--- src/rtl/vtg_pkg.sv ---
package vtg_pkg;

  localparam int POS_W = 16;

  typedef logic [POS_W-1:0] pos_t;

  // Live or pending edge words of one sync channel
  typedef struct packed {
    pos_t hStart;
    pos_t hStop;
    pos_t vOnLine;
    pos_t vOffLine;
    pos_t vOnSmp;
    pos_t vOffSmp;
  } edgeSet_t;

  // Strobes from control to datapath
  typedef struct packed {
    logic restart;
    logic loadCfg;
  } ctrlStb_t;

  // Slot numbers inside a channel's 8-word address group
  localparam int SLOT_HSYNC     = 0;
  localparam int SLOT_VLINE     = 1;
  localparam int SLOT_VLINE_BOT = 2;
  localparam int SLOT_VSMP      = 3;
  localparam int SLOT_VSMP_BOT  = 4;

  // Slots of the global group
  localparam int SLOT_LEN  = 0;
  localparam int SLOT_HGT  = 1;
  localparam int SLOT_MODE = 2;

  localparam logic MODE_MASTER = 1'b0;
  localparam logic MODE_SLAVE  = 1'b1;

endpackage

--- src/rtl/vtg_ctrl.sv ---
module vtg_ctrl import vtg_pkg::*; #(
  parameter int N_OUT           = 4,
  parameter int ADDR_W          = 6,
  parameter int DEF_LINE_LEN    = 16,
  parameter int DEF_FRAME_LINES = 8
) (
  input  logic               clk,
  input  logic               rstN,
  input  logic               wrEn,
  input  logic [ADDR_W-1:0]  wrAddr,
  input  logic [2*POS_W-1:0] wrData,
  input  logic               extRef,
  input  logic               frameEnd,
  output pos_t               actLen,
  output pos_t               actHgt,
  output edgeSet_t           actSet [N_OUT],
  output ctrlStb_t           stb
);

  localparam int   SLOT_W  = 3;
  localparam int   GRP_W   = ADDR_W - SLOT_W;
  localparam pos_t RST_LEN = pos_t'(DEF_LINE_LEN);
  localparam pos_t RST_HGT = pos_t'(DEF_FRAME_LINES);

  pos_t              pendLen;
  pos_t              pendHgt;
  logic              pendMode;
  logic              actMode;
  logic              extPrev;
  edgeSet_t          pendSet [N_OUT];
  logic [GRP_W-1:0]  grp;
  logic [SLOT_W-1:0] slot;
  pos_t              wLo;
  pos_t              wHi;

  assign grp  = wrAddr[ADDR_W-1:SLOT_W];
  assign slot = wrAddr[SLOT_W-1:0];
  assign wLo  = wrData[POS_W-1:0];
  assign wHi  = wrData[2*POS_W-1:POS_W];

  // Pending copy: written by software at any time
  always_ff @(posedge clk or negedge rstN) begin
    if (!rstN) begin
      pendLen  <= RST_LEN;
      pendHgt  <= RST_HGT;
      pendMode <= MODE_MASTER;
      for (int i = 0; i < N_OUT; i++) pendSet[i] <= '0;
    end else if (wrEn) begin
      if (grp == '0) begin
        case (slot)
          SLOT_W'(SLOT_LEN):  pendLen  <= wLo;
          SLOT_W'(SLOT_HGT):  pendHgt  <= wLo;
          SLOT_W'(SLOT_MODE): pendMode <= wrData[0];
          default: ;
        endcase
      end
      for (int i = 0; i < N_OUT; i++) begin
        if (grp == GRP_W'(i + 1)) begin
          case (slot)
            SLOT_W'(SLOT_HSYNC): begin
              pendSet[i].hStart <= wLo;
              pendSet[i].hStop  <= wHi;
            end
            SLOT_W'(SLOT_VLINE): begin
              pendSet[i].vOnLine  <= wLo;
              pendSet[i].vOffLine <= wHi;
            end
            SLOT_W'(SLOT_VSMP): begin
              pendSet[i].vOnSmp  <= wLo;
              pendSet[i].vOffSmp <= wHi;
            end
            // second-field slots are accepted and dropped (progressive only)
            default: ;
          endcase
        end
      end
    end
  end

  // Live copy: refreshed only at a frame start
  always_ff @(posedge clk or negedge rstN) begin
    if (!rstN) begin
      actLen  <= RST_LEN;
      actHgt  <= RST_HGT;
      actMode <= MODE_MASTER;
      for (int i = 0; i < N_OUT; i++) actSet[i] <= '0;
    end else if (stb.loadCfg) begin
      actLen  <= pendLen;
      actHgt  <= pendHgt;
      actMode <= pendMode;
      actSet  <= pendSet;
    end
  end

  always_ff @(posedge clk or negedge rstN) begin
    if (!rstN) extPrev <= 1'b0;
    else       extPrev <= extRef;
  end

  assign stb.restart = (actMode == MODE_SLAVE) && extRef && !extPrev;
  assign stb.loadCfg = stb.restart || frameEnd;

endmodule

--- src/rtl/vtg_dpath.sv ---
module vtg_dpath import vtg_pkg::*; #(
  parameter int N_OUT = 4
) (
  input  logic             clk,
  input  logic             rstN,
  input  ctrlStb_t         stb,
  input  pos_t             actLen,
  input  pos_t             actHgt,
  input  edgeSet_t         actSet [N_OUT],
  output logic             frameEnd,
  output pos_t             smpCnt,
  output pos_t             lineCnt,
  output logic [N_OUT-1:0] hsync,
  output logic [N_OUT-1:0] vsync
);

  localparam pos_t FIRST_LINE = pos_t'(1);

  // Bring a position back inside the line by one line length
  function automatic pos_t foldPos(input pos_t p, input pos_t len);
    return (p >= len) ? p - len : p;
  endfunction

  logic lineEnd;

  assign lineEnd  = (smpCnt == actLen - pos_t'(1));
  assign frameEnd = lineEnd && (lineCnt == actHgt);

  always_ff @(posedge clk or negedge rstN) begin
    if (!rstN) begin
      smpCnt  <= '0;
      lineCnt <= FIRST_LINE;
    end else if (stb.loadCfg) begin
      smpCnt  <= '0;
      lineCnt <= FIRST_LINE;
    end else if (lineEnd) begin
      smpCnt  <= '0;
      lineCnt <= lineCnt + pos_t'(1);
    end else begin
      smpCnt  <= smpCnt + pos_t'(1);
    end
  end

  for (genvar g = 0; g < N_OUT; g++) begin : gSync
    logic hOn, hOff, vOn, vOff;
    logic hReg, vReg;

    assign hOn  = (smpCnt == foldPos(actSet[g].hStart, actLen));
    assign hOff = (smpCnt == foldPos(actSet[g].hStop, actLen));
    assign vOn  = (lineCnt == actSet[g].vOnLine) &&
                  (smpCnt == foldPos(actSet[g].vOnSmp, actLen));
    assign vOff = (lineCnt == actSet[g].vOffLine) &&
                  (smpCnt == foldPos(actSet[g].vOffSmp, actLen));

    always_ff @(posedge clk or negedge rstN) begin
      if (!rstN)     hReg <= 1'b0;
      else if (hOff) hReg <= 1'b0;
      else if (hOn)  hReg <= 1'b1;
    end

    always_ff @(posedge clk or negedge rstN) begin
      if (!rstN)     vReg <= 1'b0;
      else if (vOff) vReg <= 1'b0;
      else if (vOn)  vReg <= 1'b1;
    end

    assign hsync[g] = hReg;
    assign vsync[g] = vReg;
  end

endmodule

--- src/rtl/vtg_top.sv ---
module vtg_top import vtg_pkg::*; #(
  parameter int  N_OUT           = 4,
  parameter int  DEF_LINE_LEN    = 16,
  parameter int  DEF_FRAME_LINES = 8,
  localparam int ADDR_W          = $clog2((N_OUT + 1) * 8),
  localparam int DATA_W          = 2 * POS_W
) (
  input  logic              clk,
  input  logic              rstN,
  input  logic              wrEn,
  input  logic [ADDR_W-1:0] wrAddr,
  input  logic [DATA_W-1:0] wrData,
  input  logic              extRef,
  output logic [N_OUT-1:0]  hsync,
  output logic [N_OUT-1:0]  vsync
);

  ctrlStb_t stb;
  logic     frameEnd;
  pos_t     actLen;
  pos_t     actHgt;
  pos_t     smpCnt;
  pos_t     lineCnt;
  edgeSet_t actSet [N_OUT];

  vtg_ctrl #(
    .N_OUT           (N_OUT),
    .ADDR_W          (ADDR_W),
    .DEF_LINE_LEN    (DEF_LINE_LEN),
    .DEF_FRAME_LINES (DEF_FRAME_LINES)
  ) u_ctrl (
    .clk      (clk),
    .rstN     (rstN),
    .wrEn     (wrEn),
    .wrAddr   (wrAddr),
    .wrData   (wrData),
    .extRef   (extRef),
    .frameEnd (frameEnd),
    .actLen   (actLen),
    .actHgt   (actHgt),
    .actSet   (actSet),
    .stb      (stb)
  );

  vtg_dpath #(
    .N_OUT (N_OUT)
  ) u_dpath (
    .clk      (clk),
    .rstN     (rstN),
    .stb      (stb),
    .actLen   (actLen),
    .actHgt   (actHgt),
    .actSet   (actSet),
    .frameEnd (frameEnd),
    .smpCnt   (smpCnt),
    .lineCnt  (lineCnt),
    .hsync    (hsync),
    .vsync    (vsync)
  );

endmodule

--- config.mk ---
export PLATFORM = sky130hd
export DESIGN_NAME = vtg_top
export DESIGN_NICKNAME = d
export VERILOG_FILES = /design/src/rtl/vtg_pkg.sv /design/src/rtl/vtg_ctrl.sv /design/src/rtl/vtg_dpath.sv /design/src/rtl/vtg_top.sv
export SDC_FILE = /design/constraint.sdc
export NUM_CORES = 2
export LEC_CHECK = 0
export CAP_MARGIN = 10
export CORE_MARGIN = 1.5
export CORE_UTILIZATION = 40
export CTS_BUF_LIST = sky130_fd_sc_hd__clkbuf_2
export CTS_CLUSTER_SIZE = 14
export DETAILED_ROUTE_END_ITERATION = 10
export GPL_ROUTABILITY_DRIVEN = 0
export SYNTH_ARGS = -nofsm -noshare
export SYNTH_HDL_FRONTEND = slang
export SYNTH_SLANG_ARGS = --single-unit
--- constraint.sdc ---
create_clock -name clk -period 4.8 [get_ports clk]
set_input_delay 0.96 -clock clk [delete_from_list [all_inputs] [get_ports clk]]
set_output_delay 0.96 -clock clk [all_outputs]
set_load 0.01 [all_outputs]
==> metrics <==
status=completed; Area Growth Syn to Fin=10.1%; dpl ws=0.301 ns; crit end category=register; crit path launch type=register; layout cell share with drive strength beyond 1=0.199; Adder-Cell Fraction of Synth Area=0.0665; skew final=0.135 ns; FILL cells=12.8k; DIE AREA=0.136 sq mm; total power=14.3 mW; Ports=50; Max Clock Freq=218 MHz; largest fanout on the critical path=16; CP Data Arrival Time=6.18 ns; Ys Warns=0; distinct cell type count after synthesis=91; Hold WC Path Type=input port to register; main combinational cell family by area after synthesis=multiplexers; post-synthesis mux area share=0.188; Top Metal Used=met5; Synth Area per Inst=11.0 sq um; first-pass GRT wire length=261 mm; drt wl/cell=25.3 um; Pleak=28.7 nW; root buf cell=clkbuf_2; setup_tns=0 ns; Post-Synthesis Cells=4,889; worst rel slew slack=0.236; footprint of the multi-input gates=0.0301 sq mm; biggest area consumer among synthesized cells=dfrtp_1; Initial Util=0.402; P per Cell Area=242 mW/mm^2; pin count of the biggest net entering global routing=115; Syn Nets=5,206; Area contributors post-synth=dfrtp_1 41%, mux2_2 10%, mux2_1 7.7%, xnor2_1 7.2%, ha_1 6.1%; dominant synthesized flop cell=dfrtp_1; commonest non-fill, non-tap cell in the layout=dfrtp_1; Final Hold Vio Count=0; TritonCTS Buffers=219; FF+latch area=0.0219 sq mm; setup ws final=0.221 ns; via count=40.9k; WL final=178 mm; max-cap violations=0; via/cell ratio=5.81; Peak VDD IR=0.239 mV; Simple-Gate Fraction of Synth Area=0.0840; fin nets=5,408; post-synthesis cell area=0.0535 sq mm; vias in the first global route=39.5k; Core Box Area=0.133 sq mm; IO Port Bufs=49; post-layout min period=4.58 ns; commonest cells after routing, fill and taps aside=856 x dfrtp_1, 475 x mux2_2, 439 x xnor2_1, 366 x mux2_1, 299 x clkbuf_2; RSZ-0062 raised after global routing=no; met2 wire length=79.7 mm; final period utilization=0.954; die width=369 um; Routed Antenna Nets=0; Worst-path clk slew=0.11 ns; met1 wire length=74.5 mm; gr ovfl total=0; placed wire-length estimate=117 mm; met3 wire len=15.0 mm; H-tree depth=4; post-synth top area share=0.407; Remaining DRCs=0; XOR/XNOR Fraction of Synth Area=0.112; Total GRT Usage=0.259; compound-cell area share of the yosys netlist=0.110; Worst Tran Pin Value=1.15 ns; CTS max path bufs=3; CTS tree=built; Iter 0 DRT Violations=3,778; later-pin clock latency in the skew report=1.71 ns; Worst Path Required=6.40 ns; Final Setup Violations=0; chip height=369 um; max-slew violation count=0; First-pass DRT Iterations=6; register area share after synthesis=0.409; kind of critical path=register to register; Cell Area, Placed=0.0567 sq mm; initial antenna violation count=24; clk sinks=875; Post-synth ARST share=1.00; flop and latch count out of synthesis=875; EDFF count, synth=0; cell area after layout=0.0590 sq mm; row count=134
-- metrics by stage --
step           hold slack (ns)  utilization  cells
3_5_place_dp             0.465        0.426   6618
3_3_place_gp             0.457        0.426   6618
2_1_floorplan            0.452            -   4889
5_1_grt                 0.0903        0.443   7025
6_report                 0.210        0.443   7035
4_1_cts                0.00737        0.442   7011
-- state kept, by name, summed over array words and instances (netlist names) --
signal / count
u_ctrl.pendLen: 16
u_dpath.smpCnt: 16
u_dpath.gSync.hReg: 4
u_ctrl.extPrev: 1
u_ctrl.actSet: 384
u_dpath.lineCnt: 16
u_dpath.gSync.vReg: 4
u_ctrl.actMode: 1
u_ctrl.pendSet: 384
u_ctrl.pendMode: 1
u_ctrl.pendHgt: 16
u_ctrl.actLen: 16
u_ctrl.actHgt: 16
-- kinds of logic (layout without fill, tap and decap cells) --
family | Yosys count | count (layout)
AOI/OAI and AO/OA | 877 | 877
xor gates and xnor gates | 684 | 684
adders and majority gates | 275 | 275
buffers and inverters | 397 | 757
DFF | 875 | 875
muxes | 902 | 902
other | 0 | 18
and+or+nand+nor | 879 | 879
-- layer usage --
layer	vias to the layer above	GRT usage
li1	18300	-
met2	1712	0.399
met1	20400	0.347
met4	12	0.128
met5	-	0
met3	439	0.0493
-- final cells by class --
type / count / area share
Multi-Input combinational cell: 3617 / 0.510
Sequential cell: 875 / 0.372
Tap cell: 1768 / 0.0375
Timing Repair Buffer: 241 / 0.0367
Clock buffer: 299 / 0.0254
Clock inverter: 80 / 0.00917
Inverter: 137 / 0.00885
Antenna cell: 18 / 0.000764
-- critical path: stages, from the launching register on --
cell	delay [ns]
dfrtp_1	0.45
inv_1	0.56
buf_4	0.34
ha_1	0.32
nand2_1	0.09
nor2_1	0.05
a211oi_1	0.48
o311ai_0	0.26
o221a_2	0.42
a2111oi_0	0.64
nor2_1	0.08
nor4_1	0.36
a41oi_1	0.25
a31oi_1	0.19
-- synthesized netlist by cell type (10+ instances only) --
library cell and number:
dfrtp_1 870, nor3b_1 14, o31ai_1 17, xor2_1 245
clkbuf_1 116, a21o_1 82, xnor2_1 439, a21oi_1 229
o21ai_0 143, buf_4 15, nor2b_1 37, buf_1 64
or4_1 10, buf_2 65, a31oi_1 30, nor4_1 60
o21bai_1 29, nor3_1 77, nor2_1 170, o211ai_1 27
and2_1 13, and3_1 22, o221ai_1 11, nand3_1 82
o2111ai_1 23, or3_1 26, mux2i_1 61, inv_1 129
nand2b_1 41, mux2_1 366, ha_1 259, a211oi_1 33
nand2_1 201, mux2_2 475, a221oi_1 15, nand4_1 83
a2111oi_0 20, o21a_1 41, fa_1 16, a211o_1 13
o22ai_1 26, a41oi_1 12
-- power by group --
group / total, mW / switching [mW] / internal [mW]
Sequential: 8.03 / 0.199 / 7.83
Combinational: 0.885 / 0.473 / 0.411
Clock: 5.34 / 3.23 / 2.11
Total: 14.3 / 3.90 / 10.3
-- path summary, 6_finish.rpt --
path | from | to | slack, ns | depth (start not counted)
worst max-delay path | u_ctrl.actLen[11]$_DFFE_PN0N_ | u_dpath.gSync[1].vReg$_DFFE_PN0P_ | 0.22 | 13
worst min-delay path | wrEn | u_ctrl.pendMode$_DFFE_PN0P_ | 0.21 | 4
worst max register to register | u_ctrl.actLen[11]$_DFFE_PN0N_ | u_dpath.gSync[1].vReg$_DFFE_PN0P_ | 0.22 | 13
worst min register to register | u_ctrl.pendSet[261]$_DFFE_PN0P_ | u_ctrl.actSet[261]$_DFFE_PN0N_ | 0.43 | 1
max in group asynchronous | rstN | u_ctrl.pendSet[181]$_DFFE_PN0P_ | 3.40 | 4
min in group asynchronous | rstN | u_ctrl.pendHgt[3]$_DFFE_PN1P_ | 0.53 | 3
-- repair_timing --
action | CTS | global route
hold buffers | 14 | 0
resized for setup | 0 | 3
endpoints found under the hold margin | 941 | 0
setup buffers | 0 | 5
setup endpoints to repair | 0 | 1
Power figures use the tool's default switching activity.
